$ cat config.mk
export PLATFORM = sky130hd
export DESIGN_NAME = xtalk_bist
export DESIGN_NICKNAME = d
export VERILOG_FILES = /design/src/rtl/xbist_pkg.sv /design/src/rtl/xbist_gen.sv /design/src/rtl/xbist_misr.sv /design/src/rtl/xbist_ctrl.sv /design/src/rtl/xtalk_bist.sv
export SDC_FILE = /design/constraint.sdc
export NUM_CORES = 1
export LEC_CHECK = 0
export BUFFER_PORTS_ARGS = -buffer_cell sky130_fd_sc_hd__buf_2
export CAP_MARGIN = 20
export CORE_MARGIN = 3
export CORE_UTILIZATION = 29
export DETAILED_ROUTE_END_ITERATION = 7
export PLACE_DENSITY = 0.55
export SKIP_LAST_GASP = 1
export SLEW_MARGIN = 30
export SYNTH_ARGS = -nofsm -noshare
export SYNTH_HDL_FRONTEND = slang
export SYNTH_SLANG_ARGS = --single-unit
$ cat constraint.sdc
create_clock -name clk -period 2.3 [get_ports clk]
set_input_delay 0.23 -clock clk [delete_from_list [all_inputs] [get_ports clk]]
set_output_delay 0.23 -clock clk [all_outputs]
set_load 0.02 [all_outputs]
$ cat src/rtl/xbist_pkg.sv
package xbist_pkg;
  // Primitive feedback masks indexed by register length (bit k-1 for tap k)
  function automatic logic [63:0] tap_mask(input int len);
    case (len)
      8:  tap_mask = 64'h0000_0000_0000_00B8;
      12: tap_mask = 64'h0000_0000_0000_0829;
      16: tap_mask = 64'h0000_0000_0000_D008;
      20: tap_mask = 64'h0000_0000_0009_0000;
      24: tap_mask = 64'h0000_0000_00E1_0000;
      28: tap_mask = 64'h0000_0000_0900_0000;
      32: tap_mask = 64'h0000_0000_8020_0003;
      40: tap_mask = 64'h0000_00A0_0014_0000;
      48: tap_mask = 64'h0000_C000_0018_0000;
      56: tap_mask = 64'h00C0_000C_0000_0000;
      64: tap_mask = 64'hD800_0000_0000_0000;
      default: tap_mask = 64'h0;
    endcase
  endfunction
endpackage

$ cat src/rtl/xbist_gen.sv
module xbist_gen #(
  parameter int N = 8
) (
  input  logic           clk,
  input  logic           rst_n,
  input  logic           load,
  input  logic           step,
  input  logic [2*N-1:0] seed,
  output logic [2*N-1:0] state,
  output logic [N-1:0]   stim
);
  localparam int W = 2 * N;
  localparam logic [63:0] FULL = xbist_pkg::tap_mask(W);
  localparam logic [W-1:0] MASK = FULL[W-1:0];

  logic fb;
  assign fb = ^(state & MASK);

  always_ff @(posedge clk or negedge rst_n) begin
    if (!rst_n)    state <= '0;
    else if (load) state <= seed;
    else if (step) state <= {state[W-2:0], fb};
  end

  // only alternate stages reach the nets
  for (genvar i = 0; i < N; i++) begin : g_tap
    assign stim[i] = state[2*i];
  end


  seed_load_chk: assert property (@(posedge clk) disable iff (!rst_n)
    load |=> state == $past(seed));


  zero_lock_chk: assert property (@(posedge clk) disable iff (!rst_n)
    (state == '0 && !load) |=> state == '0);


  gen_hold_chk: assert property (@(posedge clk) disable iff (!rst_n)
    (!load && !step) |=> $stable(state));
endmodule

$ cat src/rtl/xbist_misr.sv
module xbist_misr #(
  parameter int N = 8
) (
  input  logic         clk,
  input  logic         rst_n,
  input  logic         load,
  input  logic         step,
  input  logic [N-1:0] seed,
  input  logic [N-1:0] resp,
  output logic [N-1:0] state
);
  localparam logic [63:0] FULL = xbist_pkg::tap_mask(N);
  localparam logic [N-1:0] MASK = FULL[N-1:0];

  logic [N-1:0] nxt;
  assign nxt = {state[N-2:0], ^(state & MASK)} ^ resp;

  always_ff @(posedge clk or negedge rst_n) begin
    if (!rst_n)    state <= '0;
    else if (load) state <= seed;
    else if (step) state <= nxt;
  end


  misr_hold_chk: assert property (@(posedge clk) disable iff (!rst_n)
    (!load && !step) |=> $stable(state));
endmodule

$ cat src/rtl/xbist_ctrl.sv
module xbist_ctrl #(
  parameter int CNT_W = 16
) (
  input  logic             clk,
  input  logic             rst_n,
  input  logic             start,
  input  logic [CNT_W-1:0] cycles,
  output logic             step,
  output logic             done
);
  logic [CNT_W-1:0] cnt, g_q;
  logic             running;

  assign step = running;

  always_ff @(posedge clk or negedge rst_n) begin
    if (!rst_n) begin
      cnt <= '0; g_q <= '0; running <= 1'b0; done <= 1'b0;
    end else if (start) begin
      cnt     <= '0;
      g_q     <= cycles;
      running <= (cycles != '0);
      done    <= (cycles == '0);
    end else if (running) begin
      cnt <= cnt + 1'b1;
      if (cnt + 1'b1 == g_q) begin
        running <= 1'b0;
        done    <= 1'b1;
      end
    end
  end


  cnt_bound_chk: assert property (@(posedge clk) disable iff (!rst_n)
    running |-> cnt < g_q);


  run_excl_chk: assert property (@(posedge clk) disable iff (!rst_n)
    !(running && done));


  done_hold_chk: assert property (@(posedge clk) disable iff (!rst_n)
    (done && !start) |=> done);
endmodule

$ cat src/rtl/xtalk_bist.sv
module xtalk_bist #(
  parameter int N     = 8,
  parameter int CNT_W = 16
) (
  input  logic             clk,
  input  logic             rst_n,
  input  logic             start,
  input  logic [3*N-1:0]   seed,
  input  logic [CNT_W-1:0] cycles,
  output logic [N-1:0]     stim,
  input  logic [N-1:0]     resp,
  output logic             done,
  output logic [3*N-1:0]   signature
);
  localparam int GW = 2 * N;

  logic          step;
  logic [GW-1:0] gen_q;
  logic [N-1:0]  misr_q;

  xbist_ctrl #(.CNT_W(CNT_W)) u_ctrl (
    .clk(clk), .rst_n(rst_n), .start(start), .cycles(cycles),
    .step(step), .done(done)
  );

  xbist_gen #(.N(N)) u_gen (
    .clk(clk), .rst_n(rst_n), .load(start), .step(step),
    .seed(seed[GW-1:0]), .state(gen_q), .stim(stim)
  );

  xbist_misr #(.N(N)) u_misr (
    .clk(clk), .rst_n(rst_n), .load(start), .step(step),
    .seed(seed[3*N-1:GW]), .resp(resp), .state(misr_q)
  );

  assign signature = {misr_q, gen_q};


  sig_frozen_chk: assert property (@(posedge clk) disable iff (!rst_n)
    (done && !start) |=> $stable(signature));


  zero_g_chk: assert property (@(posedge clk) disable iff (!rst_n)
    (start && cycles == '0) |=> done);
endmodule

# Yosys cells after proc, flatten, opt, wreduce, memory -nomap -nowiden
# Index checks and enable logic that the tools add are counted.
[op_classes] add_sub_neg=1 muxes=12 reduce_logical=7 n_eq_ne=1 n_bitwise=1
[ops] operator="16-bit 2-to-1 mux" n=4
[ops] operator="16-bit by 1-bit adder with 16-bit output, second input constant" n=1
[ops] operator="16-bit equality test" n=1
[ops] operator="16-bit zero test" n=1
[ops] operator="8-bit 2-to-1 mux" n=2
[ops] operator="16-bit nonzero test" n=1
[ops] operator="16-bit parity" n=1
[ops] operator="8-bit parity" n=1
[ops] operator="8-bit XOR" n=1
[ops] operator="1-bit 2-to-1 mux" n=6
[ops] operator="2-bit nonzero test" n=2
[ops] operator="2-bit AND reduction" n=1
[word_totals] elab_cells=28 ff_bits=58 out_inout_bits=33

# Logic depth before layout (Yosys ltp)
# Gate-level depths: netlist of the first run.
[logic_depth] depth_word=5 mapped_depth=9 depth_no_buf=7

# Hierarchy
# From an unflattened synthesis of the first run, not the netlist that was laid out.
[unflattened] cells_unflattened=318 hier_area_um2=3274.4
[by_module_without_submodules] module="xbist_ctrl" area_each_um2=1945.6 instances=1 cells_per_inst=191 seq_area_each_um2=850.8
[by_module_without_submodules] module="xbist_gen" area_each_um2=842.1 instances=1 cells_per_inst=81 seq_area_each_um2=400.4
[by_module_without_submodules] module="xbist_misr" area_each_um2=486.7 instances=1 cells_per_inst=46 seq_area_each_um2=200.2

# Worst setup path after synthesis of the first run
# Ideal clock, no wire load.
[synth_path] kind="register to register" start="register u_ctrl.cnt[0]" end="register u_ctrl.running, in the netlist u_ctrl.step" arrival_time_ns=1.823 t_required_ns=2.167 setup_slack_ns=0.344 setup_time_ns=0.133 stages_incl_launch_ff=10 path_cell_list="dfrtp_1 -> ha_1 -> buf_2 -> and4_1 -> buf_6 -> a31oi_1 -> and4bb_1 -> nand2_1 -> nor4_1 -> a21oi_1"
[synth_between] elab_chain_cells=5
[synth_rtl] element="start, declared" line="xbist_ctrl.sv:11" source="logic [CNT_W-1:0] cnt, g_q;"
[synth_rtl] element="start signal, assigned" line="xbist_ctrl.sv:25" source="cnt <= cnt + 1'b1;"
[synth_rtl] element="16-bit by 1-bit adder with 16-bit output" line="xbist_ctrl.sv:26" source="if (cnt + 1'b1 == g_q) begin"
[synth_rtl] element="16-bit equality test" line="xbist_ctrl.sv:26"
[synth_rtl] element="1-bit 2-to-1 mux" line="xbist_ctrl.sv:26"
[synth_rtl] element="1-bit 2-to-1 mux" line="xbist_ctrl.sv:24" source="end else if (running) begin"
[synth_rtl] element="1-bit 2-to-1 mux" line="xbist_ctrl.sv:19" source="end else if (start) begin"
[synth_rtl] element="end signal, assigned" line="xbist_ctrl.sv:22" source="running <= (cycles != '0);"
[synth_rtl] element="end, declared" line="xbist_ctrl.sv:12" source="logic running;"
# No other way between the ends.
# A chain may end at the register's enable or synchronous reset.

# Final worst setup path of the first run
# Ends and elaborated chain as after synthesis.

==> results of run 1 <==
[flip-flops by register name, indices dropped and copies added, names as in the netlist]
register,flops
u_ctrl.cnt,16
u_ctrl.g_q,16
u_gen.state,16
u_misr.state,8
u_ctrl.done,1
u_ctrl.step,1
[layout make-up]
| type | instances | area (um2) |
|---|---|---|
| Inverter | 3 | 11.3 |
| Timing Repair Buffer | 93 | 518 |
| Clock inverter | 6 | 57.6 |
| Tap cell | 140 | 175 |
| Multi-Input combinational cell | 255 | 1730 |
| Fill cell | 1177 | 6950 |
| Sequential cell | 58 | 1450 |
| Clock buffer | 10 | 229 |
[layer usage]
| metal | routed length, um | vias to the layer above |
|---|---|---|
| li1 | - | 1352 |
| met1 | 3980 | 1296 |
| met2 | 4030 | 74 |
| met3 | 414 | 11 |
| met4 | 159 | 0 |
| met5 | 0 | - |
[power breakdown]
| part | internal (mW) | switching [mW] | leakage [nW] |
|---|---|---|---|
| clock network | 0.829 | 0.463 | 0.142 |
| registers | 1.11 | 0.0974 | 0.720 |
| logic | 0.259 | 0.311 | 1.02 |
| total | 2.20 | 0.872 | 1.88 |
[per-stage QoR]
| stage | area (um2) | hold WS [ps] | total power [mW] | setup slack [ps] | std cells |
|---|---|---|---|---|---|
| 4_1_cts | 4180 | 95.7 | 3.12 | 121 | 565 |
| 3_3_place_gp | 3880 | 236 | 1.80 | 214 | 548 |
| 2_1_floorplan | 3390 | -65.6 | 1.60 | 344 | 348 |
| 5_1_grt | 4180 | 113 | 3.23 | 12.9 | 565 |
| 3_5_place_dp | 3880 | 239 | 1.81 | 120 | 548 |
| 6_report | 4180 | 103 | 3.07 | 132 | 565 |
[tightest hold or removal path: stages]
cell,delay (ps)
buf_2,80
nand2_1,40
o21ai_0,50
[cell families (layout without fill, tap and decap cells)]
logic type                 after synthesis  count (layout)  share of synthesized area [%]
xor gates and xnor gates                45              45                           12.0
buffers and inverters                   35             112                           6.05
and+or+nand+nor                        115             115                           17.9
DFF                                     58              58                           42.8
adders and majority gates                1               1                          0.369
muxes                                   34              34                           10.6
AOI/OAI and AO/OA                       60              60                           10.3
[cell usage in the layout, fill, tap and decap left out, drive strengths merged, types with 3 or more instances in the layout]
cell and instances:
mux2 16, nand4 9, and3 3, buf 92, o21ai 36, nor3 3
inv 3, clkinv 4, dfrtp 58, nor2 25, nand3 13, mux2i 18
xnor2 29, nor4 11, or3 4, xor2 15, a21oi 10, nand2 42
clkbuf 10
[worst max path at each step]
stage             startpoint     endpoint
2_1_floorplan  u_ctrl.cnt[0]  u_ctrl.step
3_3_place_gp   u_ctrl.cnt[0]  u_ctrl.step
3_5_place_dp   u_ctrl.cnt[0]  u_ctrl.step
4_1_cts        u_ctrl.cnt[0]  u_ctrl.step
5_1_grt        u_ctrl.cnt[0]  u_ctrl.step
6_report       u_ctrl.cnt[0]  u_ctrl.step
==> impl_metrics.csv, run 1 <==
group,metric,value,unit
yosys,synth-seq-cells,58,
detailed_routing,dr.pass1.iters,4,
yosys,synth.largest_area_cell,"dfrtp_1",
yosys,synth_edf_count,0,
sta,skew,4.48,ps
yosys,ys_seq_area_share,42.8,%
clock_network,clkLatencyLatePin,330,ps
critical_path,r2r_end,"u_ctrl.step",
worst_hold_path,holdPathEnd,"u_gen.state[10]",
yosys,yosys.area.top_type_share,42.8,%
yosys,synth_ff_type,"dfrtp_1",
critical_path,cp_slowest_cell,"and4_1",
detailed_routing,wl_per_cell,15.2,um
grt,grtUsageTotal,14.0,%
finish,drive_above_1_share,31.5,%
clock_network,cts_buffers,9,
floorplanning,ios,84,
sta,rsz0062_at_grt,"false",
floorplanning,die_y,114,um
critical_path,rr_startpoint,"u_ctrl.cnt[0]",
yosys,postSynthAreaPerCell,9.74,um2
critical_path,reg2reg_slack,130,ps
worst_hold_path,whs_path_depth,3,
yosys,synth_cell_types,45,
sta,fmax,461,MHz
finish,diodes,0,
sta,drv_slew,0,
grt,grt_max_degree,80,
detailed_routing,wirelength,8580,um
critical_path,cp.arrival,2370,ps
floorplanning,core,11100,um2
clock_network,cts_setup_buffers,0,
worst_hold_path,hold_class,"input pin to flip-flop",
pwr,p_leak,1.88,nW
placement,dp_hpwl,6240,um
grt,grt_util_met3,3.12,%
grt,grt_pass1_vias,2754,
floorplanning,die_area,13000,um2
finish,layout.nets,472,
yosys,mappedNetlistArea,3390,um2
sta,hold_viol_final,0,
pwr,peakVddDrop,0.000311,V
yosys,syn_inst,348,
detailed_routing,viasPerCell,4.84,
critical_path,cp.depth,7,
critical_path,worstSetupPathType,"flip-flop to flip-flop",
sta,tightest_slew,759,ps
sta,fin_crit,2170,ps
critical_path,path_buf_inv,0,
finish,syn_to_final_growth,23.2,%
grt,grt_pass1_wl,14300,um
critical_path,cp-start-kind,"flip-flop",
clock_network,cts_resized,0,
status,outcome,"finished clean",
worst_hold_path,hp-start,"seed[10]",
clock_network,cts_buffer_depth,2,
floorplanning,start_util,30.5,%
critical_path,crit_chain,"ha_1 > and4_1 > a21oi_1 > a311oi_2 > o32ai_1 > nor4_2 > a21oi_1",
critical_path,slowest_delay,410,ps
grt,grt-ovfl-total,0,
critical_path,cp_max_fo,8,
clock_network,cts_root_buf,"clkbuf_16",
floorplanning,die_x,114,um
detailed_routing,drtAntennaViolNets,0,
critical_path,required,2500,ps
detailed_routing,drt_iter0_markers,133,
clock_network,h-tree-depth,3,
critical_path,critPathTopFamily,"simple AND/OR/NAND/NOR gates",
critical_path,critPathCaptureType,"flip-flop",
yosys,synth_fp_nets,400,
sta,setup_viol,0,
grt,grt_util_met1,18.5,%
grt,gr-max-usage-layer,"met2",
sta,fin_crit_sh,94.3,%
run,maxCapViolations,0,
sta,finalSetupTns,0,ps
yosys,synth_most_common_cell,"dfrtp_1",
yosys,yosys-top-cells-count,"dfrtp_1, nand2_1, o21ai_0",
grt,antenna_found_initial,0,
detailed_routing,drc_errors,0,
placement,portBuffers,83,
yosys,async_flop_share,100,%
sta,maxSlewHeadroom,49.4,%
clock_network,cts_hold_buf,1,
placement,globalplace.congestion,0.839,
floorplanning,core.rowCount,38,
clock_network,clk_pin_slew,50,ps
yosys,yosys-top-cells-area,"dfrtp_1, xnor2_1, mux2i_1",
critical_path,crit_top_cell,"a21oi_1",
grt,use_met2,22.2,%
detailed_routing,num_vias,2733,
clock_network,cts_tree,"done",
clock_network,cts.sinks,58,
pwr,power_density,735,nW/um2
critical_path,r2r_cells,7,
yosys,synth_warnings,0,
finish,fin_util,37.6,%
(Power assumes the default switching activity.)
==> run 2, diff against run 1 <==
--- a/config.mk
+++ b/config.mk
@@ -11,6 +11,7 @@
 export CORE_UTILIZATION = 29
 export DETAILED_ROUTE_END_ITERATION = 7
 export PLACE_DENSITY = 0.55
+export SETUP_SLACK_MARGIN = 0.5
 export SKIP_LAST_GASP = 1
 export SLEW_MARGIN = 30
 export SYNTH_ARGS = -nofsm -noshare
==> run 2 against run 1 <==
Compared with the run above:
- final cell count increased by 1.4%
- clock power shrank 7%
- flip-flop and latch count unchanged
- routed wire length up 1.2%
- final area grew 3.3%
- highest routed layer is now met5
- critical path type unchanged
==> impl_metrics.csv, run 2 (synthesis results as in run 1) <==
group,metric,value,unit
placement,dp.cells,542,
clock_network,cts_tree,"done",
sta,tightest_slew,745,ps
critical_path,crit_chain,"and2_1 > and3_4 > a311oi_2 > o32ai_2 > nor4_2 > a21oi_1",
sta,setup_slack,382,ps
placement,dpl_cell_area,3850,um2
clock_network,clk_pin_slew,50,ps
finish,final_cell_mix,"buf_2, dfrtp_1, nand2_1",
finish,drive_above_1_share,38.6,%
placement,portBuffers,83,
floorplanning,die_y,114,um
floorplanning,die_x,114,um
sta,setup_viol,0,
sta,hold_slack,112,ps
pwr,swShare,29.0,%
floorplanning,ios,84,
sta,hold_viol_final,0,
critical_path,cp_slowest_cell,"dfrtp_2",
pwr,p_clk_share,40.0,%
clock_network,h-tree-depth,3,
sta,skew,4.06,ps
finish,final_common_cell,"buf_2",
detailed_routing,wirelength,8680,um
floorplanning,start_util,30.5,%
floorplanning,core.rowCount,38,
pwr,peakVddDrop,0.000355,V
finish,layout.nets,480,
critical_path,required,2490,ps
critical_path,rr_startpoint,"u_ctrl.cnt[3]",
placement,dp_slack,212,ps
placement,globalplace.congestion,0.915,
pwr,internal_power,2.14,mW
critical_path,critPathCaptureType,"flip-flop",
grt,antenna_found_initial,1,
clock_network,cts_buffer_depth,2,
critical_path,cp_max_fo,9,
detailed_routing,viasPerCell,4.85,
pwr,power_density,699,nW/um2
grt,grt_max_degree,80,
sta,fin_crit_sh,83.4,%
critical_path,worstSetupPathType,"flip-flop to flip-flop",
pwr,power_frac_comb,19.9,%
critical_path,startpoint,"u_ctrl.cnt[3]",
sta,finalSetupTns,0,ps
pwr,p_switching,0.874,mW
pwr,p_leak,1.93,nW
sta,fin_crit,1920,ps
critical_path,slowest_delay,490,ps
sta,drv_slew,0,
detailed_routing,num_vias,2780,
worst_hold_path,hold_class,"input pin to flip-flop",
sta,maxSlewHeadroom,50.3,%
grt,grtUsageTotal,14.1,%
finish,final_area,4310,um2
detailed_routing,wl_per_cell,15.2,um
sta,fmax,521,MHz
clock_network,clkLatencyLatePin,320,ps
run,maxCapViolations,0,
grt,grt-ovfl-total,0,
grt,grt_pass1_vias,2875,
detailed_routing,drc_errors,0,
sta,rsz0062_at_grt,"true",
detailed_routing,drt_iter0_markers,124,
status,outcome,"finished clean",
floorplanning,core,11100,um2
placement,dp_hpwl,6170,um
clock_network,cts.sinks,58,
clock_network,cts_root_buf,"clkbuf_16",
finish,diodes,0,
pwr,seqPwrFrac,40.1,%
finish,syn_to_final_growth,27.2,%
detailed_routing,dr.pass1.iters,4,
grt,grt_pass1_wl,14400,um
finish,n_fill_cell,1136,
detailed_routing,drtAntennaViolNets,0,
clock_network,cts_buffers,9,
finish,top_regs,"u_ctrl.cnt (16), u_ctrl.g_q (16), u_gen.state (16)",
pwr,total_power,3.01,mW
floorplanning,die_area,13000,um2
finish,fin_util,38.8,%
worst_hold_path,hp-start,"seed[20]",
critical_path,cp.arrival,2110,ps
critical_path,cp-start-kind,"flip-flop",
finish,finalNonFillerCells,573,
run 2: cell count changes in the layout (fill, tap and decap cells not counted), sizes merged:
cell	before	now
bufinv	1	0
clkinv	4	3
buf	92	100
clkbuf	10	11
clkinvlp	1	2
run 2: path summary, 6_finish.rpt:
kind	to	slack [ps]	cells after the start
worst max-delay path	u_ctrl.step	380	6
worst min-delay path	u_misr.state[4]	110	3
worst max register to register	u_ctrl.step	380	6
worst min register to register	u_ctrl.g_q[15]	540	1
max in group asynchronous	u_ctrl.cnt[11]	1210	3
min in group asynchronous	u_ctrl.g_q[6]	470	2
run 2: what timing repair did:
item,CTS,global route
hold buffers,1,0
gates resized for setup,20,4
setup buffers,13,1
pin swaps,12,2
endpoints found under the setup margin,5,6
endpoints found under the hold margin,23,0
run 2: final cells by class:
cell class | instances | area [um2] | share of cell area [%]
Sequential cell | 58 | 1470 | 34.0
Clock inverter | 5 | 30.0 | 0.696
Tap cell | 140 | 175 | 4.06
Multi-Input combinational cell | 255 | 1820 | 42.1
Inverter | 3 | 11.3 | 0.261
Timing Repair Buffer | 101 | 569 | 13.2
Clock buffer | 11 | 243 | 5.63
run 2: routing by layer:
metal / vias to the layer above / routed length, um / track usage [%]
li1: 1367 / - / -
met1: 1302 / 3800 / 17.7
met2: 92 / 4150 / 22.9
met3: 17 / 542 / 4.18
met4: 2 / 180 / 5.07
met5: - / 7 / 0
run 2: power by group through the flow:
stage	sequential, mW	clock [mW]	combinational [mW]
2_1_floorplan	1.27	0	0.336
6_report	1.21	1.20	0.600
3_5_place_dp	1.23	0	0.569
5_1_grt	1.22	1.28	0.664
4_1_cts	1.21	1.24	0.596
3_3_place_gp	1.23	0	0.563
run 2: worst max-delay path: cells and delay by family, from the launching register on:
family / cells / cell delay, ps
AOI/OAI and AO/OA: 3 / 570
and+or+nand+nor: 3 / 720
DFF: 1 / 490
